### src/rtl/macro_seq_pkg.sv
package macro_seq_pkg;
  localparam int unsigned WORD_W   = 32;
  localparam int unsigned NUM_REGS = 8;
  localparam int unsigned REG_AW   = 3;
  localparam int unsigned OFF_W    = 17;

  localparam logic [2:0] OP_RESERVED = 3'd6;
  localparam logic [2:0] OP_BRANCH   = 3'd7;

  typedef struct packed {
    logic [OFF_W-1:0]  off;
    logic [REG_AW-1:0] src_b;
    logic [REG_AW-1:0] src_a;
    logic [REG_AW-1:0] dst;
    logic              annul;
    logic              cond_nz;
    logic              exit_f;
    logic [2:0]        op;
  } instr_t;

  typedef enum logic [1:0] {ST_IDLE, ST_FETCH, ST_EXEC} seq_state_e;
  typedef enum logic [1:0] {SL_NONE, SL_BRANCH, SL_EXIT} slot_e;
endpackage

### src/rtl/macro_regfile.sv
module macro_regfile #(
  parameter int unsigned NREGS = 8,
  parameter int unsigned DW    = 32,
  localparam int unsigned AW   = $clog2(NREGS)
) (
  input  logic          clk_i,
  input  logic          rst_ni,
  input  logic          clear_i,
  input  logic [DW-1:0] init_i,
  input  logic          we_i,
  input  logic [AW-1:0] waddr_i,
  input  logic [DW-1:0] wdata_i,
  input  logic [AW-1:0] raddr_a_i,
  input  logic [AW-1:0] raddr_b_i,
  output logic [DW-1:0] rdata_a_o,
  output logic [DW-1:0] rdata_b_o
);
  logic [DW-1:0] regs [NREGS];

  for (genvar i = 0; i < NREGS; i++) begin : g_reg
    if (i == 0) begin : g_zero
      assign regs[i] = '0;
    end else begin : g_flop
      always_ff @(posedge clk_i or negedge rst_ni) begin
        if (!rst_ni)                              regs[i] <= '0;
        else if (clear_i)                         regs[i] <= (i == 1) ? init_i : '0;
        else if (we_i && waddr_i == AW'(i))       regs[i] <= wdata_i;
      end
    end
  end

  assign rdata_a_o = regs[raddr_a_i];
  assign rdata_b_o = regs[raddr_b_i];
endmodule

### src/rtl/macro_branch_eval.sv
module macro_branch_eval #(
  parameter int unsigned PC_W  = 10,
  parameter int unsigned OFF_W = 17,
  parameter int unsigned DW    = 32
) (
  input  logic             cond_nz_i,
  input  logic [DW-1:0]    value_i,
  input  logic [PC_W-1:0]  pc_i,
  input  logic [OFF_W-1:0] off_i,
  output logic             taken_o,
  output logic [PC_W-1:0]  target_o
);
  logic              is_zero;
  logic [OFF_W+1:0]  off_bytes;
  logic [31:0]       off_ext;

  assign is_zero   = (value_i == '0);
  assign taken_o   = cond_nz_i ? !is_zero : is_zero;
  assign off_bytes = {off_i, 2'b00};
  assign off_ext   = 32'(signed'(off_bytes));
  assign target_o  = pc_i + off_ext[PC_W-1:0];
endmodule

### src/rtl/macro_seq_top.sv
module macro_seq_top
  import macro_seq_pkg::*;
#(
  parameter int unsigned IMEM_AW = 8,
  parameter int unsigned PIDX_W  = 8,
  localparam int unsigned PC_W   = IMEM_AW + 2
) (
  input  logic               clk_i,
  input  logic               rst_ni,
  input  logic               start_i,
  input  logic [IMEM_AW-1:0] entry_i,
  input  logic [WORD_W-1:0]  param0_i,
  output logic               imem_en_o,
  output logic [IMEM_AW-1:0] imem_addr_o,
  input  logic [WORD_W-1:0]  imem_rdata_i,
  output logic               issue_o,
  output logic [WORD_W-1:0]  instr_o,
  output logic [PC_W-1:0]    issue_pc_o,
  output logic [WORD_W-1:0]  src_a_o,
  output logic [WORD_W-1:0]  src_b_o,
  input  logic               wb_en_i,
  input  logic [REG_AW-1:0]  wb_idx_i,
  input  logic [WORD_W-1:0]  wb_data_i,
  input  logic               param_take_i,
  output logic [PIDX_W-1:0]  param_idx_o,
  output logic               busy_o,
  output logic               done_o,
  output logic               error_o
);
  seq_state_e         state_q;
  slot_e              slot_q, slot_n;
  logic [PC_W-1:0]    pc_q, pc_n, pend_q, br_target;
  logic [IMEM_AW-1:0] entry_q;
  logic               last_q, done_q, err_q;
  logic [PIDX_W-1:0]  pidx_q;
  instr_t             ins;
  logic               in_exec, is_br, br_taken, bad, halt, launch;

  assign ins     = instr_t'(imem_rdata_i);
  assign in_exec = (state_q == ST_EXEC);
  assign busy_o  = (state_q != ST_IDLE);
  assign launch  = start_i && (state_q == ST_IDLE);

  macro_regfile #(.NREGS(NUM_REGS), .DW(WORD_W)) u_rf (
    .clk_i     (clk_i),
    .rst_ni    (rst_ni),
    .clear_i   (launch),
    .init_i    (param0_i),
    .we_i      (wb_en_i && busy_o),
    .waddr_i   (wb_idx_i),
    .wdata_i   (wb_data_i),
    .raddr_a_i (ins.src_a),
    .raddr_b_i (ins.src_b),
    .rdata_a_o (src_a_o),
    .rdata_b_o (src_b_o)
  );

  macro_branch_eval #(.PC_W(PC_W), .OFF_W(OFF_W), .DW(WORD_W)) u_br (
    .cond_nz_i (ins.cond_nz),
    .value_i   (src_a_o),
    .pc_i      (pc_q),
    .off_i     (ins.off),
    .taken_o   (br_taken),
    .target_o  (br_target)
  );

  assign is_br = (ins.op == OP_BRANCH);
  // illegal: reserved opcode, or a branch inside any delay slot
  assign bad   = (ins.op == OP_RESERVED) || (is_br && slot_q != SL_NONE);
  assign halt  = bad || (slot_q == SL_EXIT) || last_q;

  always_comb begin
    pc_n   = pc_q + PC_W'(4);
    slot_n = SL_NONE;
    if (slot_q == SL_BRANCH) begin
      pc_n = pend_q;
    end else if (slot_q == SL_NONE) begin
      if (is_br && br_taken) begin
        if (ins.annul) pc_n = br_target;
        else           slot_n = SL_BRANCH;
      end else if (ins.exit_f) begin
        slot_n = SL_EXIT;
      end
    end
  end

  always_ff @(posedge clk_i or negedge rst_ni) begin
    if (!rst_ni) begin
      state_q <= ST_IDLE;
      slot_q  <= SL_NONE;
      pc_q    <= '0;
      pend_q  <= '0;
      entry_q <= '0;
      last_q  <= 1'b0;
      done_q  <= 1'b0;
      err_q   <= 1'b0;
    end else begin
      done_q <= 1'b0;
      unique case (state_q)
        ST_IDLE: if (start_i) begin
          state_q <= ST_FETCH;
          slot_q  <= SL_NONE;
          pc_q    <= '0;
          entry_q <= entry_i;
          last_q  <= 1'b0;
          err_q   <= 1'b0;
        end
        ST_FETCH: state_q <= ST_EXEC;
        ST_EXEC: if (halt) begin
          state_q <= ST_IDLE;
          done_q  <= 1'b1;
          err_q   <= bad;
        end else begin
          state_q <= ST_FETCH;
          pc_q    <= pc_n;
          slot_q  <= slot_n;
          last_q  <= (slot_q == SL_BRANCH) && ins.exit_f;
          if (slot_n == SL_BRANCH) pend_q <= br_target;
        end
        default: state_q <= ST_IDLE;
      endcase
    end
  end

  always_ff @(posedge clk_i or negedge rst_ni) begin
    if (!rst_ni)                    pidx_q <= '0;
    else if (launch)                pidx_q <= PIDX_W'(1);
    else if (busy_o && param_take_i) pidx_q <= pidx_q + PIDX_W'(1);
  end

  assign imem_en_o   = (state_q == ST_FETCH);
  assign imem_addr_o = entry_q + pc_q[PC_W-1:2];
  assign issue_o     = in_exec && !bad && !is_br;
  assign instr_o     = imem_rdata_i;
  assign issue_pc_o  = pc_q;
  assign param_idx_o = pidx_q;
  assign done_o      = done_q;
  assign error_o     = err_q;
endmodule

### config.mk
export PLATFORM = sky130hd
export DESIGN_NAME = macro_seq_top
export DESIGN_NICKNAME = d
export VERILOG_FILES = /design/src/rtl/macro_seq_pkg.sv /design/src/rtl/macro_regfile.sv /design/src/rtl/macro_branch_eval.sv /design/src/rtl/macro_seq_top.sv
export SDC_FILE = /design/constraint.sdc
export NUM_CORES = 1
export LEC_CHECK = 0
export ABC_AREA = 1
export BUFFER_PORTS_ARGS = -buffer_cell sky130_fd_sc_hd__clkbuf_2
export CAP_MARGIN = 20
export CELL_PAD_IN_SITES_DETAIL_PLACEMENT = 1
export CELL_PAD_IN_SITES_GLOBAL_PLACEMENT = 1
export CORE_ASPECT_RATIO = 2
export CORE_MARGIN = 4
export CORE_UTILIZATION = 41
export CTS_BUF_LIST = sky130_fd_sc_hd__clkbuf_16
export DETAILED_ROUTE_END_ITERATION = 8
export GPL_TIMING_DRIVEN = 0
export PLACE_DENSITY_LB_ADDON = 0.1
export SYNTH_ARGS = -nofsm -noshare
export SYNTH_HDL_FRONTEND = slang
export SYNTH_HIERARCHICAL = 1
export SYNTH_SLANG_ARGS = --single-unit
### constraint.sdc
create_clock -name clk_i -period 2.4 [get_ports clk_i]
set_input_delay 0.48 -clock clk_i [delete_from_list [all_inputs] [get_ports clk_i]]
set_output_delay 0.48 -clock clk_i [all_outputs]
set_load 0.03 [all_outputs]
==> results.sh <==
export IMPL_cp_end_kind="output port"
export IMPL_hp_class="input pin to async pin"
export IMPL_crit_fanout=2
export IMPL_violations="negative setup slack"
export IMPL_wl_met2_um=39600
export IMPL_cts_tree="done"
export IMPL_setup_viol=26
export IMPL_core_area_mm2=0.0403
export IMPL_syn2layout_area_growth_pct=25.9
export IMPL_worstPathArrival_ns=2.32
export IMPL_fmax_mhz=357
export IMPL_start_util=0.416
export IMPL_tightest_slew_ns=0.883
export IMPL_groute_usage_overall=0.326
export IMPL_synth_edf_count=0
export IMPL_clk_insertion_delay_late_ns=0.56
export IMPL_drt_wl_total_um=73700
export IMPL_gp_congestion=0.925
export IMPL_num_io_pins=239
export IMPL_fin_area_mm2=0.0211
export IMPL_met1Wirelength_um=25100
export IMPL_whs_ns=0.0482
export IMPL_wl_met3_um=3120
export IMPL_drv_cap=0
export IMPL_final_max_slew_viol_count=0
export IMPL_synthTopCellsByArea="dfrtp_1, nand2_1, nand3_1, inv_1, o21ai_0"
export IMPL_slew_headroom=0.411
export IMPL_hpwl_um=54400
export IMPL_required_ns=1.92
export IMPL_synth_seq_cells=267
export IMPL_clockBufferDepth=3
export IMPL_critical_path_class="flop to output port"
export IMPL_grt_overflow=0
export IMPL_syn_area_mm2=0.0168
export IMPL_setup_ws_ns=-0.401
export IMPL_p_per_area_mw_per_mm2=1110
export IMPL_dieArea_mm2=0.0444
export IMPL_ys_seq_area_frac=0.398
export IMPL_power_w=0.0235
export IMPL_drt_iter0_drc=842
export IMPL_clk_pin_slew_ns=0.07
export IMPL_numCtsBuffers=27
export IMPL_fin_crit_sh=1.17
export IMPL_cts_root_buf="clkbuf_16"
export IMPL_fill_cells=5424
export IMPL_num_vias=18623
export IMPL_post_drt_wl_per_cell_um=21.5
export IMPL_portBuffers=221
export IMPL_die_w_um=151
export IMPL_dr_max_layer_used="met5"
export IMPL_syn_nets=2718
export IMPL_leakage_nw=11.7
export IMPL_yosysTopAreaCell="dfrtp_1"
export IMPL_period_needed_ns=2.80
export IMPL_ys_flop_type="dfrtp_1"
export IMPL_synth_commonest_cells="nand2_1, inv_1, dfrtp_1"
export IMPL_drive_gt1_frac=0.263
export IMPL_place_ws_ns=-1.50
export IMPL_yosysTopAreaCellShare=0.398
export IMPL_cp_start_kind="flop"
export IMPL_skew_ns=0.0219
export IMPL_synth_avg_cell_area_um2=6.48
export IMPL_grt_pass1_vias=20273
export IMPL_synth_distinct_cells=38
export IMPL_nets=3014
export IMPL_viasPerCell=5.43
export IMPL_ant_nets=0
export IMPL_row_count=104
export IMPL_remaining_drc_errors=0
export IMPL_firstDrtPassIters=4
export IMPL_synth_cells=2588
export IMPL_grt_max_degree=109
export IMPL_cts_hold_buf=0
export IMPL_finalHoldViolCount=0
export IMPL_cts_sinks=267
export IMPL_async_flop_share=1.00
export IMPL_antenna_found_initial=2
export IMPL_ir_drop_mv=0.635
export IMPL_die_h_um=294
export IMPL_placed_cell_area_mm2=0.0190
export IMPL_synth_warnings=6
export IMPL_outcome="finished with violations"
export IMPL_grt_setup_unrepaired="true"
export IMPL_yosysMostFrequentCell="nand2_1"
export IMPL_ctsHtreeMaxLevel=1
export IMPL_grt_pass1_wl_um=112000
## metrics by stage
stage,cells,setup TNS [ns],util
after global placement,3339,-1468.55,0.469
after CTS,3413,-2.14,0.512
after global routing,3432,-5.90,0.523
after floorplan,2588,-1.80,-
final,3432,-2.38,0.523
after detailed placement,3341,-104.99,0.470
## cell usage in the layout, fill, tap and decap left out, types with 4 or more instances in the layout
cell type	instances
nor2_4	18
nand3_1	210
buf_4	96
clkinv_1	9
nand2_4	43
dfrtp_1	260
buf_2	33
xor2_1	4
nor2_1	50
buf_1	4
clkbuf_4	11
a21oi_1	8
inv_2	81
clkbuf_2	245
ha_1	9
o21ai_0	199
nor2_2	29
a21boi_0	27
dfrtp_2	7
buf_12	5
clkbuf_16	28
nand2_1	1094
buf_8	6
clkbuf_1	8
nand2_2	78
nand4_1	14
inv_1	215
ha_4	6
a21boi_1	6
o21ai_2	9
clkbuf_8	9
xnor2_1	4
buf_6	19
nand3_2	22
## sequential cells by signal, summed over array words and instances, names as in the netlist
| name | cells |
|---|---|
| state_q | 2 |
| done_o | 1 |
| error_o | 1 |
| param_idx_o | 8 |
| pend_q | 10 |
| u_rf/regs | 224 |
| entry_q | 8 |
| last_q | 1 |
| issue_pc_o | 10 |
| slot_q | 2 |
## routing by layer
metal / track usage / up-vias
met5: 0 / -
met4: 0.218 / 2
met3: 0.0336 / 288
met2: 0.615 / 646
met1: 0.328 / 9169
li1: - / 8518
## path summary, 6_finish.rpt
path | from | end | slack, ns | depth (start not counted)
max in group asynchronous | rst_ni | issue_pc_o[6] | 1.24 | 2
worst max-delay path | issue_pc_o[2] | imem_addr_o[6] | -0.40 | 8
worst max register to register | u_rf/regs[144] | pend_q[7] | -0.10 | 22
min in group clk_i | entry_i[5] | entry_q[5] | 0.13 | 3
worst min register to register | entry_q[5] | entry_q[5] | 0.49 | 2
worst min-delay path | rst_ni | u_rf/regs[134] | 0.05 | 1
## kinds of logic after synthesis
logic type,synth area share
flip-flops,0.398
XOR/XNOR,0.00574
AO/OA/AOI/OAI,0.0850
AND/OR/NAND/NOR,0.376
buffers and inverters,0.120
adder cells (fa/ha/maj),0.0143
## what timing repair did
item / 4_1_cts / 5_1_grt
buffers inserted: 25 / 19
gates cloned: 1 / 1
endpoints found under the setup margin: 305 / 157
pin swaps: 45 / 51
gates resized for setup: 248 / 173
## cell type report
| class | count | area (um^2) | area share |
|---|---|---|---|
| sequential | 267 | 6690 | 0.317 |
| tap | 530 | 663 | 0.0314 |
| clock inverter | 19 | 98.8 | 0.00468 |
| antenna | 1 | 2.50 | 0.000119 |
| buffer | 173 | 1230 | 0.0582 |
| timing repair buffer | 267 | 1650 | 0.0779 |
| multi-input combinational | 1857 | 9000 | 0.426 |
| clock buffer | 27 | 676 | 0.0320 |
| inverter | 291 | 1110 | 0.0526 |
## critical path, cell delays in order, from the launching register on
cell and delay, ns:
dfrtp_2 0.47, ha_4 0.17, inv_2 0.04, fa_2 0.35, inv_2 0.09, nand4_1 0.12, nand3_2 0.14, xor2_2 0.19
clkbuf_8 0.19
## report_power, final
group	switching, W	internal, W
registers	0.000977	0.00637
logic	0.00838	0.00376
clock network	0.00189	0.00212
total	0.0112	0.0123
No activity file was read; power rests on OpenSTA's default activity.
